**config.mk**
```make
export PLATFORM = sky130hd
export DESIGN_NAME = txd_ring_engine
export DESIGN_NICKNAME = d
export VERILOG_FILES = /design/src/rtl/txd_pkg.sv /design/src/rtl/txd_ptr.sv /design/src/rtl/txd_byte_gen.sv /design/src/rtl/txd_ctrl.sv /design/src/rtl/txd_ring_engine.sv
export SDC_FILE = /design/constraint.sdc
export NUM_CORES = 1
export LEC_CHECK = 0
export ABC_AREA = 1
export BUFFER_PORTS_ARGS = -buffer_cell sky130_fd_sc_hd__buf_2
export CELL_PAD_IN_SITES_DETAIL_PLACEMENT = 1
export CELL_PAD_IN_SITES_GLOBAL_PLACEMENT = 2
export CORE_AREA = 4 4 126 128
export DETAILED_ROUTE_END_ITERATION = 8
export DIE_AREA = 0 0 130 132
export GPL_ROUTABILITY_DRIVEN = 0
export PLACE_DENSITY = 0.78
export SLEW_MARGIN = 20
export SYNTH_ARGS = -nofsm -noshare
export SYNTH_HDL_FRONTEND = slang
export SYNTH_SLANG_ARGS = --single-unit
export TNS_END_PERCENT = 100
```
**constraint.sdc**
```tcl
create_clock -name clk -period 2.31 [get_ports clk]
set_input_delay 0.231 -clock clk [delete_from_list [all_inputs] [get_ports clk]]
set_output_delay 0.231 -clock clk [all_outputs]
set_load 0.005 [all_outputs]
```
**src/rtl/txd_pkg.sv**
```systemverilog
package txd_pkg;

   // Status word bit positions (behavioural: the engine decodes these)
   localparam int ST_RDY  = 15;
   localparam int ST_WRAP = 13;
   localparam int ST_IRQ  = 12;
   localparam int ST_EOF  = 11;

   typedef struct packed {
      logic [15:0] status;
      logic [15:0] count;
      logic [31:0] bufaddr;
   } desc_t;

   typedef enum logic [1:0] {
      EVT_NONE = 2'b00,
      EVT_DONE = 2'b01,
      EVT_UNDR = 2'b10
   } evt_e;

   typedef enum logic [2:0] {
      S_IDLE,
      S_FETCH,
      S_CHECK,
      S_SEND,
      S_RELEASE
   } fsm_e;

endpackage

```
**src/rtl/txd_ptr.sv**
```systemverilog
module txd_ptr #(
   parameter int NDESC     = 8,
   parameter int ADDR_W    = 10,
   parameter int RING_BASE = 0
) (
   input  logic              clk,
   input  logic              rst_n,
   input  logic              clr_i,
   input  logic              adv_i,
   input  logic              wrap_i,
   output logic [ADDR_W-1:0] addr_o
);
   localparam int IDX_W = (NDESC > 1) ? $clog2(NDESC) : 1;

   logic [IDX_W-1:0] idx_q;
   logic [IDX_W-1:0] idx_nxt;

   generate
      if ((2 ** IDX_W) == NDESC) begin : g_pow2
         // natural roll-over of the index covers the last slot
         assign idx_nxt = wrap_i ? '0 : idx_q + 1'b1;
      end else begin : g_cmp
         assign idx_nxt = (wrap_i || idx_q == IDX_W'(NDESC - 1)) ? '0 : idx_q + 1'b1;
      end
   endgenerate

   always_ff @(posedge clk or negedge rst_n) begin
      if (!rst_n) begin
         idx_q <= '0;
      end else if (clr_i) begin
         idx_q <= '0;
      end else if (adv_i) begin
         idx_q <= idx_nxt;
      end
   end

   assign addr_o = ADDR_W'(RING_BASE) + ADDR_W'(idx_q);

endmodule

```
**src/rtl/txd_byte_gen.sv**
```systemverilog
module txd_byte_gen #(
   parameter int LEN_W = 16
) (
   input  logic             clk,
   input  logic             rst_n,
   input  logic             clr_i,
   input  logic             load_i,
   input  logic [LEN_W-1:0] len_i,
   input  logic [7:0]       seed_i,
   input  logic             eof_i,
   input  logic             tx_ready_i,
   output logic             tx_valid_o,
   output logic [7:0]       tx_data_o,
   output logic             tx_last_o,
   output logic             done_o
);
   logic             active_q;
   logic [LEN_W-1:0] cnt_q;
   logic [LEN_W-1:0] len_q;
   logic [7:0]       seed_q;
   logic             eof_q;
   logic             final_beat;

   assign final_beat = (cnt_q == len_q - 1'b1);

   always_ff @(posedge clk or negedge rst_n) begin
      if (!rst_n) begin
         active_q <= 1'b0;
         cnt_q    <= '0;
         len_q    <= '0;
         seed_q   <= '0;
         eof_q    <= 1'b0;
      end else if (clr_i) begin
         active_q <= 1'b0;
         cnt_q    <= '0;
      end else if (load_i) begin
         active_q <= 1'b1;
         cnt_q    <= '0;
         len_q    <= len_i;
         seed_q   <= seed_i;
         eof_q    <= eof_i;
      end else if (active_q && tx_ready_i) begin
         if (final_beat) begin
            active_q <= 1'b0;
         end else begin
            cnt_q <= cnt_q + 1'b1;
         end
      end
   end

   assign tx_valid_o = active_q;
   assign tx_data_o  = seed_q + cnt_q[7:0];
   assign tx_last_o  = active_q && eof_q && final_beat;
   assign done_o     = active_q && tx_ready_i && final_beat;

endmodule

```
**src/rtl/txd_ctrl.sv**
```systemverilog
module txd_ctrl
   import txd_pkg::*;
#(
   parameter int LEN_W = 16
) (
   input  logic             clk,
   input  logic             rst_n,
   input  logic             poll_i,
   input  logic             en_set_i,
   input  logic             chan_reset_i,
   input  logic [63:0]      rdata_i,
   input  logic             gen_done_i,
   output logic             ram_re_o,
   output logic             ram_we_o,
   output logic [15:0]      wdata_o,
   output logic             gen_load_o,
   output logic [LEN_W-1:0] gen_len_o,
   output logic [7:0]       gen_seed_o,
   output logic             gen_eof_o,
   output logic             ptr_adv_o,
   output logic             ptr_wrap_o,
   output logic             evt_valid_o,
   output logic [1:0]       evt_code_o
);
   fsm_e        state_q;
   logic        en_q;
   logic        poll_q;
   logic        open_frame_q;
   logic [15:0] status_q;
   desc_t       rd;
   logic        rdy;
   logic        zero_len;
   logic        unused_ok;

   assign rd       = desc_t'(rdata_i);
   assign rdy      = rd.status[ST_RDY];
   assign zero_len = (rd.count[LEN_W-1:0] == '0);
   assign unused_ok = ^{rd.bufaddr[31:8], rd.count};

   always_ff @(posedge clk or negedge rst_n) begin
      if (!rst_n) begin
         state_q      <= S_IDLE;
         en_q         <= 1'b0;
         poll_q       <= 1'b0;
         open_frame_q <= 1'b0;
         status_q     <= '0;
      end else if (chan_reset_i) begin
         state_q      <= S_IDLE;
         en_q         <= 1'b0;
         poll_q       <= 1'b0;
         open_frame_q <= 1'b0;
      end else begin
         if (en_set_i) begin
            en_q <= 1'b1;
         end
         if (poll_i) begin
            poll_q <= 1'b1;
         end else if (state_q == S_CHECK && !rdy) begin
            poll_q <= 1'b0;
         end
         unique case (state_q)
            S_IDLE: begin
               if (en_q && poll_q) state_q <= S_FETCH;
            end
            S_FETCH: begin
               state_q <= S_CHECK;
            end
            S_CHECK: begin
               if (rdy) begin
                  status_q <= rd.status;
                  state_q  <= zero_len ? S_RELEASE : S_SEND;
               end else begin
                  open_frame_q <= 1'b0;
                  state_q      <= S_IDLE;
               end
            end
            S_SEND: begin
               if (gen_done_i) state_q <= S_RELEASE;
            end
            S_RELEASE: begin
               open_frame_q <= !status_q[ST_EOF];
               state_q      <= S_FETCH;
            end
            default: state_q <= S_IDLE;
         endcase
      end
   end

   assign ram_re_o   = (state_q == S_FETCH);
   assign ram_we_o   = (state_q == S_RELEASE);
   assign wdata_o    = status_q & ~(16'h1 << ST_RDY);
   assign gen_load_o = (state_q == S_CHECK) && rdy && !zero_len;
   assign gen_len_o  = rd.count[LEN_W-1:0];
   assign gen_seed_o = rd.bufaddr[7:0];
   assign gen_eof_o  = rd.status[ST_EOF];
   assign ptr_adv_o  = (state_q == S_RELEASE);
   assign ptr_wrap_o = status_q[ST_WRAP];

   always_comb begin
      evt_valid_o = 1'b0;
      evt_code_o  = EVT_NONE;
      if (state_q == S_RELEASE && status_q[ST_IRQ]) begin
         evt_valid_o = 1'b1;
         evt_code_o  = EVT_DONE;
      end else if (state_q == S_CHECK && !rdy && open_frame_q) begin
         evt_valid_o = 1'b1;
         evt_code_o  = EVT_UNDR;
      end
   end

endmodule

```
**src/rtl/txd_ring_engine.sv**
```systemverilog
module txd_ring_engine
   import txd_pkg::*;
#(
   parameter int NDESC   = 8,
   parameter int CHAN_ID = 5,
   parameter int CHAN_W  = 6,
   parameter int ADDR_W  = 10,
   parameter int LEN_W   = 16
) (
   input  logic              clk,
   input  logic              rst_n,
   input  logic              poll_i,
   input  logic              en_set_i,
   input  logic              chan_reset_i,
   output logic              ram_re_o,
   output logic              ram_we_o,
   output logic [ADDR_W-1:0] ram_addr_o,
   input  logic [63:0]       ram_rdata_i,
   output logic [15:0]       ram_wdata_o,
   output logic              tx_valid_o,
   input  logic              tx_ready_i,
   output logic [7:0]        tx_data_o,
   output logic              tx_last_o,
   output logic              evt_valid_o,
   output logic [1:0]        evt_code_o,
   output logic [CHAN_W-1:0] evt_chan_o
);
   // transmit slots of a channel, then its receive slots of equal count
   localparam int RING_BASE = CHAN_ID * 2 * NDESC;

   generate
      if (NDESC < 2) begin : g_bad_ndesc
         $error("NDESC must be at least 2");
      end
      if (CHAN_ID >= (2 ** CHAN_W)) begin : g_bad_chan
         $error("CHAN_ID does not fit in CHAN_W bits");
      end
      if (RING_BASE + 2 * NDESC > (2 ** ADDR_W)) begin : g_bad_addr
         $error("ring does not fit in ADDR_W address bits");
      end
      if (LEN_W < 1 || LEN_W > 16) begin : g_bad_len
         $error("LEN_W must be 1 to 16");
      end
   endgenerate

   logic             gen_load;
   logic [LEN_W-1:0] gen_len;
   logic [7:0]       gen_seed;
   logic             gen_eof;
   logic             gen_done;
   logic             ptr_adv;
   logic             ptr_wrap;

   txd_ctrl #(.LEN_W(LEN_W)) u_ctrl (
      .clk          (clk),
      .rst_n        (rst_n),
      .poll_i       (poll_i),
      .en_set_i     (en_set_i),
      .chan_reset_i (chan_reset_i),
      .rdata_i      (ram_rdata_i),
      .gen_done_i   (gen_done),
      .ram_re_o     (ram_re_o),
      .ram_we_o     (ram_we_o),
      .wdata_o      (ram_wdata_o),
      .gen_load_o   (gen_load),
      .gen_len_o    (gen_len),
      .gen_seed_o   (gen_seed),
      .gen_eof_o    (gen_eof),
      .ptr_adv_o    (ptr_adv),
      .ptr_wrap_o   (ptr_wrap),
      .evt_valid_o  (evt_valid_o),
      .evt_code_o   (evt_code_o)
   );

   txd_ptr #(.NDESC(NDESC), .ADDR_W(ADDR_W), .RING_BASE(RING_BASE)) u_ptr (
      .clk    (clk),
      .rst_n  (rst_n),
      .clr_i  (chan_reset_i),
      .adv_i  (ptr_adv),
      .wrap_i (ptr_wrap),
      .addr_o (ram_addr_o)
   );

   txd_byte_gen #(.LEN_W(LEN_W)) u_gen (
      .clk        (clk),
      .rst_n      (rst_n),
      .clr_i      (chan_reset_i),
      .load_i     (gen_load),
      .len_i      (gen_len),
      .seed_i     (gen_seed),
      .eof_i      (gen_eof),
      .tx_ready_i (tx_ready_i),
      .tx_valid_o (tx_valid_o),
      .tx_data_o  (tx_data_o),
      .tx_last_o  (tx_last_o),
      .done_o     (gen_done)
   );

   assign evt_chan_o = CHAN_W'(CHAN_ID);

endmodule

```
# Word level (Yosys, flattened, before mapping)
# Cells that the tools add are included.
# totals
reg_bits,66
inputBits,70
out_inout_bits,47
word_cells,82
# op_classes
add_sub_neg,5
n_eq_ne,9
mux,29
bitwise_logic,1
reduce_logical,27
# op_table
cell,count
16-bit two-way mux,4
3-bit two-way mux,8
16-bit by 1-bit adder with 16-bit output (second input constant),1
16-bit equality test,1
16-bit logical NOT,1
16-bit by 1-bit subtractor with 16-bit output (second input constant),1
3-bit case mux with 5 select lines,1
1-bit two-way mux,13
3-bit nonzero test,4
1-bit logical AND,10
2-bit AND reduction,5
3-bit != test (second input constant),3
7-bit by 3-bit adder with 8-bit output (first input constant),1
8-bit adder,1
3-bit by 2-bit equality test with 1-bit output (second input constant),2
2-bit two-way mux,2
2-bit nonzero test,2
3-bit by 1-bit adder with 3-bit output (second input constant),1
3-bit by 1-bit equality test with 1-bit output (second input constant),1
3-bit equality test (second input constant),1
1-bit logical NOT,3
3-bit logical NOT,1
3-bit by 2-bit != test with 1-bit output (second input constant),1
3-bit AND reduction,1
2 further kinds,2

# Logic depth before layout (Yosys ltp)
# logic_depth
depth_word,6
ltp_mapped,16
depth_no_buf,16

# Cells and area by module
# A second synthesis with hierarchy kept.
# hier_totals
hier_cells,637
hier_area_um2,4760.8
# by_module_without_submodules
mod,instances,cells_per_inst,area_per_inst_um2
txd_byte_gen,1,443,3284.4
txd_ctrl,1,156,1203.7
txd_ptr,1,30,220.2
txd_ring_engine,1,8,52.6

# Worst setup path after synthesis
# Ideal clock, no wire load.
# synth_timing
kind,flip-flop to flip-flop
startpoint,reg u_gen.len_q[0]
endpoint,reg u_gen.cnt_q[4]
setup_ps,121
arrival_time_ps,1979
required_time_ps,2189
path_slack_ps,210
stages_incl_launch_ff,15
n_path_buf,1
synth_period_minus_slack_ps,2100
path_cell_list,dfrtp_1 inv_1 ha_1 nand2_1 nor2_1 nand2_1 a21oi_1 nand3_1 nor2_2 nand2_2 nor2_4 o21ai_4 buf_6 nand3_2 o21ai_2
# synth_between
elab_chain_len,4
# synth_lines
element,line_no,text
from (decl),txd_byte_gen.sv:19,logic [LEN_W-1:0] len_q;
from (signal assigned),txd_byte_gen.sv:39,len_q <= len_i;
16-bit by 1-bit subtractor with 16-bit output,txd_byte_gen.sv:24,assign final_beat = (cnt_q == len_q - 1'b1);
16-bit equality test,txd_byte_gen.sv:24,
3-bit != test (no source line),--,
2-bit AND reduction (no source line),--,
to (signal assigned),txd_byte_gen.sv:46,cnt_q <= cnt_q + 1'b1;
to (decl),txd_byte_gen.sv:18,logic [LEN_W-1:0] cnt_q;
# Every way passes these cells.
# A chain may end at the register's enable or synchronous reset.

# Worst setup path after layout
# layout_timing
startpoint,reg u_gen.len_q[0]
endpoint,out tx_last_o
# layout_between
elab_chain_len,3
# layout_lines
element,line_no,text
16-bit by 1-bit subtractor with 16-bit output,txd_byte_gen.sv:24,
16-bit equality test,txd_byte_gen.sv:24,
1-bit logical AND,txd_byte_gen.sv:53,assign tx_last_o = active_q && eof_q && final_beat;
to (decl),txd_ring_engine.sv:23,"output logic tx_last_o,"
# Every way passes these cells.

==> flow_summary_export.csv <==
group,metric,value,unit
final_layout,syn_to_final_growth,33.5,%
floorplan,die_x,130,um
grt,grt_pass1_vias,4550,
grt,grt-ovfl-total,0,
flow_run,maxCapViolCount,0,
sta,final-hold-violation-count,0,
setup_path,cp-start-kind,"flop",
clock_tree,cts-root-buf,"clkbuf_16",
synth,syn-cell-area,0.00435,mm2
clock_tree,cts_buffer_depth,2,
final_layout,antennaDiodeCount,0,
grt,grt_pass1_wl,22100,um
synth,yosysUniqueCellTypes,43,
worst_hold_path,hold_depth,3,
pwr,ir_drop,0.341,mV
routing,first_pass_iters,4,
pwr,p_total,5.20,mW
sta,setup_tns,-1.54,ns
synth,ys_ff_latch,66,
clock_tree,h-tree-depth,3,
clock_tree,clkSinkCount,66,
worst_hold_path,hp-start,"ram_rdata_i[6]",
clock_tree,clkTransAtPathRegs,0.06,ns
setup_path,reg2reg_to,"u_gen.cnt_q[12]",
sta,setup_violations,19,
grt,busiest_layer,"met2",
synth,synth_seq_area_share,0.379,
pwr,power.density,894,mW/mm2
grt,grtUsageMet2,0.284,
routing,ant_nets,0,
floorplan,io_pins,117,
placement,io_buffers,78,
synth,ys_warn_count,0,
routing,remaining_drc_errors,0,
setup_path,timing.rr.start,"u_gen.len_q[0]",
status,violations,"setup timing",
routing,routedWlPerCell,15.2,um
routing,num_vias,4088,
routing,via_per_inst,4.69,
setup_path,ff2ff_path_depth,17,
sta,finalCriticalPeriod,2.45,ns
floorplan,core.rowCount,45,
routing,drt_iter0_drc,142,
placement,hpwl,10100,um
synth,syn_area_per_cell,7.85,um2
floorplan,start_util,0.293,
worst_hold_path,min_path_type,"in2reg",
worst_hold_path,hold_end,"u_gen.seed_q[6]",
setup_path,critical_path.top_delay_family,"simple AND/OR/NAND/NOR gates",
clock_tree,cts_tree,"yes",
setup_path,endpoint_kind,"primary output",
sta,fin_ws,-0.144,ns
status,status,"complete, but fails checks",
floorplan,die_area,0.0172,mm2
setup_path,reg2reg_slack,-0.14,ns
setup_path,cpPeakStageDelay,0.39,ns
sta,drv_slew,0,
setup_path,crit_type,"reg2out",
sta,timing.final.crit_share,1.06,
setup_path,cp_max_fo,4,
setup_path,cp.arrival,2.22,ns
sta,rsz0062_at_grt,"yes",
sta,skew,0.00634,ns
placement,placed_area,0.00510,mm2
clock_tree,insertion_delay,0.33,ns
floorplan,core,0.0149,mm2
setup_path,cp_slowest_cell,"dfrtp_1",
pwr,p_leak,2.87,nW
setup_path,crit_buf_inv,3,
setup_path,required,2.08,ns
routing,wl,13200,um
grt,grt_usage,0.160,
grt,antenna_found_initial,0,
final_layout,drive_above_1_share,0.365,
synth,postSynthCellCount,555,
setup_path,cpMostUsedCell,"nor2_4",
floorplan,fp.dieH,132,um
grt,grt_max_degree,67,
final_layout,finalNetCount,760,
setup_path,crit_chain,"inv_2 -> ha_4 -> buf_6 -> nand3_4 -> nor2_4 -> nand2_2 -> nand3_2 -> nand2_1 -> nor2_4 -> nand3_2 -> nor2_4 -> nand2_1 -> nor2_1 -> buf_2",
clock_tree,cts_buffers,9,
grt,grtUsageMet3,0.0369,
grt,grtUsageMet1,0.193,
sta,fmax,407,MHz
final_layout,finish.instance_area,0.00581,mm2
==> layout by cell type (no fill, tap or decap), types with 16 or more instances in the layout <==
| master | netlist | routed |
|---|---|---|
| buf_2 | 6 | 78 |
| buf_4 | 15 | 39 |
| dfrtp_1 | 66 | 64 |
| inv_1 | 52 | 50 |
| nand2_1 | 148 | 139 |
| nand2_2 | 8 | 16 |
| nand3_1 | 32 | 26 |
| nor2_1 | 42 | 35 |
| xor2_1 | 20 | 20 |
==> per-layer routing <==
metal / vias to the layer above / share of wire
met2: 75 / 0.52
li1: 2006 / -
met4: 0 / 0.011
met1: 1995 / 0.42
met3: 12 / 0.051
met5: - / 0
==> power breakdown <==
| part | switching (mW) | leakage, nW | total [mW] | internal (mW) |
|---|---|---|---|---|
| sequential | 0.301 | 0.848 | 1.77 | 1.47 |
| clock | 0.534 | 0.148 | 1.48 | 0.942 |
| combinational | 1.09 | 1.87 | 1.95 | 0.866 |
| total | 1.92 | 2.87 | 5.20 | 3.27 |
==> through the flow <==
step / hold slack (ns) / instances / worst slack [ns] / util
2_1_floorplan: -0.0646 / 567 / 0.210 / -
3_3_place_gp: 0.284 / 834 / 0.0560 / 0.343
3_5_place_dp: 0.291 / 834 / -0.0473 / 0.343
4_1_cts: 0.0882 / 864 / -0.176 / 0.377
5_1_grt: 0.0927 / 871 / -0.345 / 0.391
6_report: 0.0958 / 871 / -0.144 / 0.391
==> synthesized netlist by cell type, drive strengths merged <==
cell type | n | area, um2
nand2 | 159 | 639
o21ai | 32 | 216
clkbuf | 5 | 20.0
buf | 23 | 165
inv | 58 | 218
a21oi | 17 | 85.1
o31ai | 2 | 15.0
a21o | 1 | 7.51
and2 | 3 | 18.8
clkinv | 2 | 7.51
dfrtp | 66 | 1650
nand3b | 6 | 45.0
xnor2 | 5 | 43.8
mux2 | 13 | 146
nor3 | 15 | 75.1
nand3 | 41 | 258
o22ai | 1 | 6.26
nor4 | 6 | 37.5
ha | 10 | 125
o21bai | 2 | 18.8
nor3b | 2 | 15.0
xor2 | 20 | 175
nand4 | 7 | 43.8
o21a | 1 | 7.51
nor2 | 54 | 277
conb | 2 | 7.51
fa | 1 | 20.0
a22o | 1 | 8.76
==> worst reg2reg max path: cells and delay by family (launching register included) <==
kind                     cells  cell delay, ns
adder cells (fa/ha/maj)      1            0.17
AO/OA/AOI/OAI                1            0.18
buffers and inverters        6            0.73
AND/OR/NAND/NOR              9            0.85
flip-flops                   1            0.39
==> cell families after synthesis <==
| kind of cell | synth area share |
|---|---|
| buf+inv | 0.0943 |
| flops | 0.379 |
| xor+xnor | 0.0503 |
| fa+ha+maj | 0.0333 |
| mux | 0.0336 |
| other cells | 0.00172 |
| compound gates | 0.0839 |
| simple gates | 0.324 |
==> flip-flops by register name, indices dropped and copies added, names as in the netlist <==
| signal | count |
|---|---|
| u_ctrl.state_q | 3 |
| u_ctrl.status_q | 15 |
| u_gen.eof_q | 1 |
| u_gen.seed_q | 8 |
| u_gen.tx_valid_o | 1 |
| u_gen.cnt_q | 16 |
| u_ptr.idx_q | 3 |
| u_gen.len_q | 16 |
| u_ctrl.open_frame_q | 1 |
| u_ctrl.poll_q | 1 |
| u_ctrl.en_q | 1 |
==> final cells by class <==
| cell class | instances | area, um2 |
|---|---|---|
| inverters | 60 | 225 |
| repair buffers | 129 | 852 |
| clock buffers | 9 | 225 |
| well taps | 188 | 235 |
| flip-flops and latches | 66 | 1650 |
| multi-input cells | 413 | 2530 |
| clock inverters | 6 | 92.6 |
| fillers | 1849 | 9050 |
==> worst max-delay path by stage <==
stage	start	end	slack, ns	cells past startpoint
floorplan	u_gen.len_q[0]	u_gen.cnt_q[4]	0.21	14
global placement	u_gen.len_q[0]	u_gen.cnt_q[3]	0.06	15
detailed placement	u_gen.len_q[0]	u_gen.cnt_q[12]	-0.05	15
CTS	u_gen.len_q[0]	tx_last_o	-0.18	14
global route	u_gen.len_q[0]	tx_last_o	-0.35	14
finish	u_gen.len_q[0]	tx_last_o	-0.14	14
==> repair_timing <==
action                                  CTS  global route
endpoints found under the setup margin   14            33
gates resized for setup                  18            40
buffers inserted                         14             9
pin swaps                                16            31
hold buffers                              1             0
endpoints found under the hold margin    66             0
No activity file was read; power rests on OpenSTA's default activity.
